## src/rtl/cx_pkg.sv

```systemverilog
package cx_pkg;

   typedef enum logic [3:0] {
      CC_ZS  = 4'h0,
      CC_ZC  = 4'h1,
      CC_CS  = 4'h2,
      CC_CC  = 4'h3,
      CC_NS  = 4'h4,
      CC_NC  = 4'h5,
      CC_VS  = 4'h6,
      CC_VC  = 4'h7,
      CC_UGT = 4'h8,
      CC_ULE = 4'h9,
      CC_SGE = 4'hA,
      CC_SLT = 4'hB,
      CC_SGT = 4'hC,
      CC_SLE = 4'hD,
      CC_ANY = 4'hE,
      CC_RSV = 4'hF
   } cc_code_e;

   typedef struct packed {
      logic n;
      logic z;
      logic c;
      logic v;
   } nzcv_t;

endpackage

```

## src/rtl/cx_cond_eval.sv

```systemverilog
module cx_cond_eval
   import cx_pkg::*;
(
   input  logic [3:0] code,
   input  nzcv_t      fl,
   output logic       pass,
   output logic       rsvd
);
   cc_code_e cc;
   logic     sgn_eq;

   always_comb begin
      cc     = cc_code_e'(code);
      sgn_eq = (fl.n == fl.v);
      rsvd   = 1'b0;
      unique case (cc)
         CC_ZS:   pass = fl.z;
         CC_ZC:   pass = !fl.z;
         CC_CS:   pass = fl.c;
         CC_CC:   pass = !fl.c;
         CC_NS:   pass = fl.n;
         CC_NC:   pass = !fl.n;
         CC_VS:   pass = fl.v;
         CC_VC:   pass = !fl.v;
         CC_UGT:  pass = fl.c && !fl.z;
         CC_ULE:  pass = !fl.c || fl.z;
         CC_SGE:  pass = sgn_eq;
         CC_SLT:  pass = !sgn_eq;
         CC_SGT:  pass = !fl.z && sgn_eq;
         CC_SLE:  pass = fl.z || !sgn_eq;
         CC_ANY:  pass = 1'b1;
         default: begin
            pass = 1'b0;
            rsvd = 1'b1;
         end
      endcase
   end
endmodule

```

## src/rtl/cx_flag_reg.sv

```systemverilog
module cx_flag_reg
   import cx_pkg::*;
#(
   parameter int          DATA_W   = 32,
   parameter int          ZCHUNK   = 8,
   parameter logic [3:0]  FLAG_RST = 4'b0000
)(
   input  logic              clk,
   input  logic              rst_n,
   input  logic              load,
   input  logic [DATA_W-1:0] res,
   input  logic              carry,
   input  logic              ovf,
   output nzcv_t             fl_q
);
   localparam int NCHUNK = (DATA_W + ZCHUNK - 1) / ZCHUNK;
   localparam int PADW   = NCHUNK * ZCHUNK;

   if (DATA_W < 2) begin : g_bad_w
      $error("cx_flag_reg: DATA_W must be at least 2");
   end
   if (ZCHUNK < 1) begin : g_bad_c
      $error("cx_flag_reg: ZCHUNK must be at least 1");
   end

   logic              is_zero;
   logic [NCHUNK-1:0] chunk_nz;
   logic [PADW-1:0]   res_pad;

   assign res_pad = PADW'(res);

   if (NCHUNK == 1) begin : g_flat
      assign chunk_nz = |res;
   end else begin : g_split
      for (genvar k = 0; k < NCHUNK; k++) begin : g_ch
         assign chunk_nz[k] = |res_pad[k*ZCHUNK +: ZCHUNK];
      end
   end

   assign is_zero = ~|chunk_nz;

   always_ff @(posedge clk or negedge rst_n) begin
      if (!rst_n) begin
         fl_q <= nzcv_t'(FLAG_RST);
      end else if (load) begin
         fl_q.n <= res[DATA_W-1];
         fl_q.z <= is_zero;
         fl_q.c <= carry;
         fl_q.v <= ovf;
      end
   end
endmodule

```

## src/rtl/cexec_unit.sv

```systemverilog
module cexec_unit
   import cx_pkg::*;
#(
   parameter int          DATA_W   = 32,
   parameter int          ZCHUNK   = 8,
   parameter logic [3:0]  FLAG_RST = 4'b0000
)(
   input  logic              clk,
   input  logic              rst_n,
   input  logic              issue_vld,
   input  logic [3:0]        cond,
   input  logic              set_flags,
   input  logic              is_compare,
   input  logic [DATA_W-1:0] alu_res,
   input  logic              alu_carry,
   input  logic              alu_ovf,
   output logic              exec_en,
   output logic              cond_rsvd,
   output logic [3:0]        flags_q
);
   nzcv_t fl;
   logic  pass;
   logic  rsvd;
   logic  upd;

   cx_cond_eval u_eval (
      .code (cond),
      .fl   (fl),
      .pass (pass),
      .rsvd (rsvd)
   );

   assign exec_en   = issue_vld && pass;
   assign cond_rsvd = issue_vld && rsvd;
   assign upd       = exec_en && (set_flags || is_compare);

   cx_flag_reg #(
      .DATA_W   (DATA_W),
      .ZCHUNK   (ZCHUNK),
      .FLAG_RST (FLAG_RST)
   ) u_flags (
      .clk   (clk),
      .rst_n (rst_n),
      .load  (upd),
      .res   (alu_res),
      .carry (alu_carry),
      .ovf   (alu_ovf),
      .fl_q  (fl)
   );

   assign flags_q = fl;
endmodule

```

## config.mk

```make
export PLATFORM = sky130hd
export DESIGN_NAME = cexec_unit
export DESIGN_NICKNAME = d
export VERILOG_FILES = /design/src/rtl/cx_pkg.sv /design/src/rtl/cx_cond_eval.sv /design/src/rtl/cx_flag_reg.sv /design/src/rtl/cexec_unit.sv
export SDC_FILE = /design/constraint.sdc
export NUM_CORES = 1
export LEC_CHECK = 0
export CAP_MARGIN = 20
export CORE_MARGIN = 2
export CORE_UTILIZATION = 26
export CTS_CLUSTER_DIAMETER = 60
export CTS_CLUSTER_SIZE = 25
export DETAILED_ROUTE_END_ITERATION = 6
export GPL_TIMING_DRIVEN = 0
export PLACE_DENSITY = 0.77
export RECOVER_POWER = 50
export SYNTH_ARGS = -nofsm -noshare
export SYNTH_HDL_FRONTEND = slang
export SYNTH_SLANG_ARGS = --single-unit
```

## constraint.sdc

```tcl
create_clock -name clk -period 1.9 [get_ports clk]
set_input_delay 0.38 -clock clk [delete_from_list [all_inputs] [get_ports clk]]
set_output_delay 0.38 -clock clk [all_outputs]
set_load 0.005 [all_outputs]
```

Word level (Yosys, flattened, before mapping)

Cells that the tools add are included.

Bits in registers: 4
Bits of input ports: 43
Output and inout bits: 6

Equal/unequal tests: 15
Mux-type cells: 2
Reductions and logical operators: 17

Operators with widths:

| cell                                                            | number |
|---|---|
| 32-bit OR reduction                                             | 1 |
| 4-bit == test, second input constant                            | 7 |
| 4-bit by 3-bit == test with 1-bit output, second input constant | 4 |
| 1-bit one-hot mux with 15 select lines                          | 1 |
| 15-bit OR reduction                                             | 1 |
| 4-bit by 2-bit == test with 1-bit output, second input constant | 2 |
| 1-bit logical NOT                                               | 6 |
| 1-bit logical AND                                               | 5 |
| 4-bit by 1-bit == test with 1-bit output, second input constant | 1 |
| 4-bit logical NOT                                               | 1 |
| 1-bit logical OR                                                | 3 |
| 1-bit == test                                                   | 1 |
| 1-bit two-way mux                                               | 1 |

Longest topological paths before layout

Depth after elaboration: 6
Mapped depth: 6
Gate-level depth less buffers: 5

By module

Synthesis repeated with hierarchy kept, for this count alone.

Cell total of the unflattened synthesis: 50
Area, all modules: 481.7 um^2

Modules (own cells, without submodules):

| module       | instances | cells an instance | area each (um^2) | sequential area each (um^2) |
|---|---|---|---|---|
| cx_flag_reg  | 1         | 20                | 245.2            | 100.1 |
| cx_cond_eval | 1         | 27                | 214.0            | 0.0 |
| cexec_unit   | 1         | 3                 | 22.5             | 0.0 |

Worst setup path before layout

No wires, ideal clock.

Kind: input to register
From: input cond[2]
To: register u_flags.fl_q[0] (netlist name)
Arrival: 1833 ps
Required time: 1775 ps
Setup slack: -57 ps
Cell stages on the path: 6
Path buffers: 1
Path through: buf_2 and3b_1 o311ai_2 o311ai_1 o31ai_4 mux2_2

Cells in the longest elaborated chain, start to end: 4
Elaborated cells between the ends (all ways): 18
Classes of those cells: eq/ne (14); mux (1); reduce/logical (3)

RTL lines:

| item                                     | line               | RTL |
|---|---|---|
| from (decl)                              | cexec_unit.sv:11   | `input logic [3:0] cond,` |
| 4-bit == test (tied with other cells)    | cx_cond_eval.sv:16 | `unique case (cc)` |
| 1-bit one-hot mux with 15 select lines * | cx_cond_eval.sv:16 |  |
| 1-bit logical AND *                      | cexec_unit.sv:33   | `assign exec_en = issue_vld && pass;` |
| 1-bit logical AND *                      | cexec_unit.sv:35   | `assign upd = exec_en && (set_flags \|\| is_compare);` |
| to (signal assigned)                     | cx_flag_reg.sv:44  | `fl_q <= nzcv_t'(FLAG_RST);` |
| to (decl)                                | cx_flag_reg.sv:14  | `output nzcv_t fl_q` |

Every way passes the cells marked *; elsewhere a longest branch is shown, timed or not.
A chain may end at the register's enable or synchronous reset.

Final worst setup path

From: register u_flags.fl_q[0] (netlist name)
To: output exec_en

Cells in the longest elaborated chain, start to end: 5
Elaborated cells between the ends (all ways): 7
Classes of those cells: eq/ne (1); mux (1); reduce/logical (5)

RTL lines:

| item                                     | line                                   | RTL |
|---|---|---|
| 1-bit == test                            | cx_cond_eval.sv:14                     | `sgn_eq = (fl.n == fl.v);` |
| 1-bit logical NOT                        | cx_cond_eval.sv:28, cx_cond_eval.sv:30 |  |
| 1-bit logical OR                         | cx_cond_eval.sv:30                     | `CC_SLE: pass = fl.z \|\| !sgn_eq;` |
| 1-bit one-hot mux with 15 select lines * | cx_cond_eval.sv:16                     |  |
| 1-bit logical AND *                      | cexec_unit.sv:33                       |  |
| to (decl)                                | cexec_unit.sv:17                       | `output logic exec_en,` |

Marks and branches as above.

==> flow_summary.toml <==
[status]
outcome = "finished with violations"
violations = "setup timing"

[finish]
multiInputGateArea_sq_um = 458
diodes = 0
reg.largest.list = "u_flags.fl_q x4"
fillers = 154
largest_register_ffs = 4
final-seq-area_sq_um = 103
syn_to_final_growth_pct = 144
regMostFlops = "u_flags.fl_q"
drive_gt1_frac = 0.355
nNetsFinal = 169

[cts]
insertion_delay_ns = 0.24
cts_tree = "built"
numClockSinks = 4
cts.reportedPaths.clkPinSlew_ns = 0.04
clk_path_buf_depth = 2
cts_root_buf = "clkbuf_4"
holdBufCountCts = 0
h-tree-depth = 1
numCtsBuffers = 3

[routing]
viasPerCell = 5.06
dr.first_iter.drc_count = 2
ant_nets = 0
m1WireLength_um = 766
highest_layer = "met4"
dr_wl_met3_um = 193
drt_wl_total_um = 1920
met2_wirelength_um = 939
wl_per_cell_um = 12.9
vias = 754
drtPass1Iterations = 4
drc = 0

[place]
io_buffers = 48
gp_congestion = 0.805
place_ws_ns = -0.977
dp_hpwl_um = 1360

[grt]
overflow = 0
grtUsageTotal = 0.184
grt_antenna_before_repair = 0
grt_max_degree = 11
grt_pass1_vias = 774
grt_pass1_wl_um = 2990

[synthesis]
synthAdderAreaFrac = 0
synth_mux_area_frac = 0.128
syn_nets = 103
netlist_instances = 60
synth-xor-area-share = 0.0345
synth_top_family_by_area = "simple AND/OR/NAND/NOR gates"
syn-mean-instance-area_sq_um = 8.47
synth_compound_area_frac = 0.195
ys_ff_latch = 4
ys_seq_area_frac = 0.197
yosys.area_share.simple = 0.382
syn_area_sq_um = 508
synth_cell_types = 31
yosys_warnings = 0

[timing]
finalCriticalPeriod_ns = 2.15
clock.fmax_mhz = 466
finalCritPeriodShare = 1.13
hold_viol_final = 0
finalClockSkew_ns = 0.000369
relSlewSlack = 0.780
postLayoutSetupSlackWorst_ns = -0.246
rsz0062_at_grt = "true"
setup_viol = 5
slew_violations = 0
tightest_slew_ns = 0.329

[power]
p_per_area_nw_per_um2 = 724
power_w = 0.000898
ir_drop_mv = 0.393
leakagePower_nw = 0.506

[die]
start_util = 0.285
core_region_area_sq_um = 1780
io_pins = 49
die_w_um = 48.2
die_y_um = 48.2
die_area_sq_um = 2320
rows = 15

[worst_setup_path]
cpMostUsedCell = "o311ai_4"
critPathMaxFanout = 6
cp_slowest_cell = "dfrtp_2"
crit_buf_inv = 1
start_kind = "flop"
cp_cell_sequence = "and3b_2 > o311ai_4 > o311ai_4 > nor3_1 > nor2_1 > buf_2"
cp.arrival_ns = 1.77
endpoint_kind = "output port"
critical_path_required_ns = 1.52
cp_top_family = "simple AND/OR/NAND/NOR gates"
critPathMaxStageDelay_ns = 0.43
crit_type = "reg -> out"

[hold_path]
hp-class = "in -> async"

[job]
drv_cap = 0
cells in the final DEF, fill, tap and decap left out, types with 3 or more instances in the layout:
cell              n
nor2_1            5
inv_1             3
buf_2             3
nor4_1            9
o21ai_0           3
mux2_4            4
clkdlybuf4s50_1  41
buf_6             5
clkbuf_4          3
buf_4            10
cell usage after synthesis:
library cell / instances / area, sq um
buf_6: 1 / 11.3
mux2i_1: 2 / 20.0
and3_2: 1 / 7.51
o311ai_2: 1 / 16.3
xor2_1: 1 / 8.76
o32a_1: 1 / 10.0
and3b_1: 1 / 8.76
inv_1: 3 / 11.3
xnor2_1: 1 / 8.76
and4b_2: 1 / 11.3
nand3_1: 1 / 5.00
nor4b_1: 1 / 8.76
nor3_1: 2 / 10.0
mux2_2: 4 / 45.0
or3b_2: 1 / 8.76
nor3b_1: 1 / 7.51
o311ai_1: 1 / 8.76
a311oi_1: 1 / 8.76
or2b_1: 1 / 7.51
o31ai_4: 1 / 21.3
dfrtp_1: 4 / 100
a31o_2: 1 / 8.76
buf_2: 2 / 10.0
nand2_1: 3 / 11.3
o21ai_0: 3 / 15.0
and4bb_2: 1 / 12.5
a21oi_1: 2 / 10.0
nor4_1: 9 / 56.3
nand4_1: 2 / 12.5
nor2_1: 5 / 18.8
or3_2: 1 / 7.51
worst paths after layout:
path                                  from               to  slack (ns)  depth (start not counted)
min in group clk           u_flags.fl_q[1]  u_flags.fl_q[1]        0.63                          1
max                        u_flags.fl_q[0]          exec_en       -0.25                          6
max reg2reg                u_flags.fl_q[0]  u_flags.fl_q[3]       -0.18                          7
min                                  rst_n  u_flags.fl_q[1]        0.42                          1
min reg2reg                u_flags.fl_q[1]  u_flags.fl_q[1]        0.63                          1
max in group asynchronous            rst_n  u_flags.fl_q[0]        1.30                          1
worst register-to-register path: cells and delay by family (launching register included):
kind            cells  cell delay [ns]
compound gates      3             0.68
flops               1             0.43
buf+inv             2             0.32
mux                 1             0.30
simple gates        1             0.23
logic make-up after synthesis:
group / after synthesis
and+or+nand+nor: 31
AOI/OAI and AO/OA: 11
muxes: 6
buffers and inverters: 6
DFF: 4
xor gates and xnor gates: 2
what timing repair did:
action,CTS,global route
endpoints found under the hold margin,0,0
pin swaps,7,4
setup buffers,13,0
setup endpoints to repair,6,5
resized for setup,25,7
final cells by class:
type,instances,area share
buffer,3,0.0272
clock buffer,3,0.0181
inverter,3,0.00907
multi-input combinational,50,0.369
sequential,4,0.0827
tap,25,0.0252
timing repair buffer,61,0.469
per-stage QoR:
step / TNS, ns / cell area (sq um) / util / instances / hold WS (ns)
after global routing: -1.24 / 1240 / 0.696 / 149 / 0.432
after CTS: -0.787 / 1210 / 0.680 / 149 / 0.345
final: -0.974 / 1240 / 0.696 / 149 / 0.417
after floorplan: -0.0996 / 537 / - / 60 / 0.0844
after detailed placement: -3.96 / 1050 / 0.588 / 133 / 0.601
after global placement: -3.93 / 1050 / 0.588 / 133 / 0.596
metal layers:
metal,up-vias,global-route usage
met5,-,0
met4,0,0.0919
met3,2,0.0370
met2,50,0.311
met1,334,0.219
li1,368,-
report_power, final:
part,switching (W),internal (W)
Clock,0.0000362,0.0000707
Sequential,0.0000458,0.000123
Combinational,0.000210,0.000412
Power figures use the tool's default switching activity.
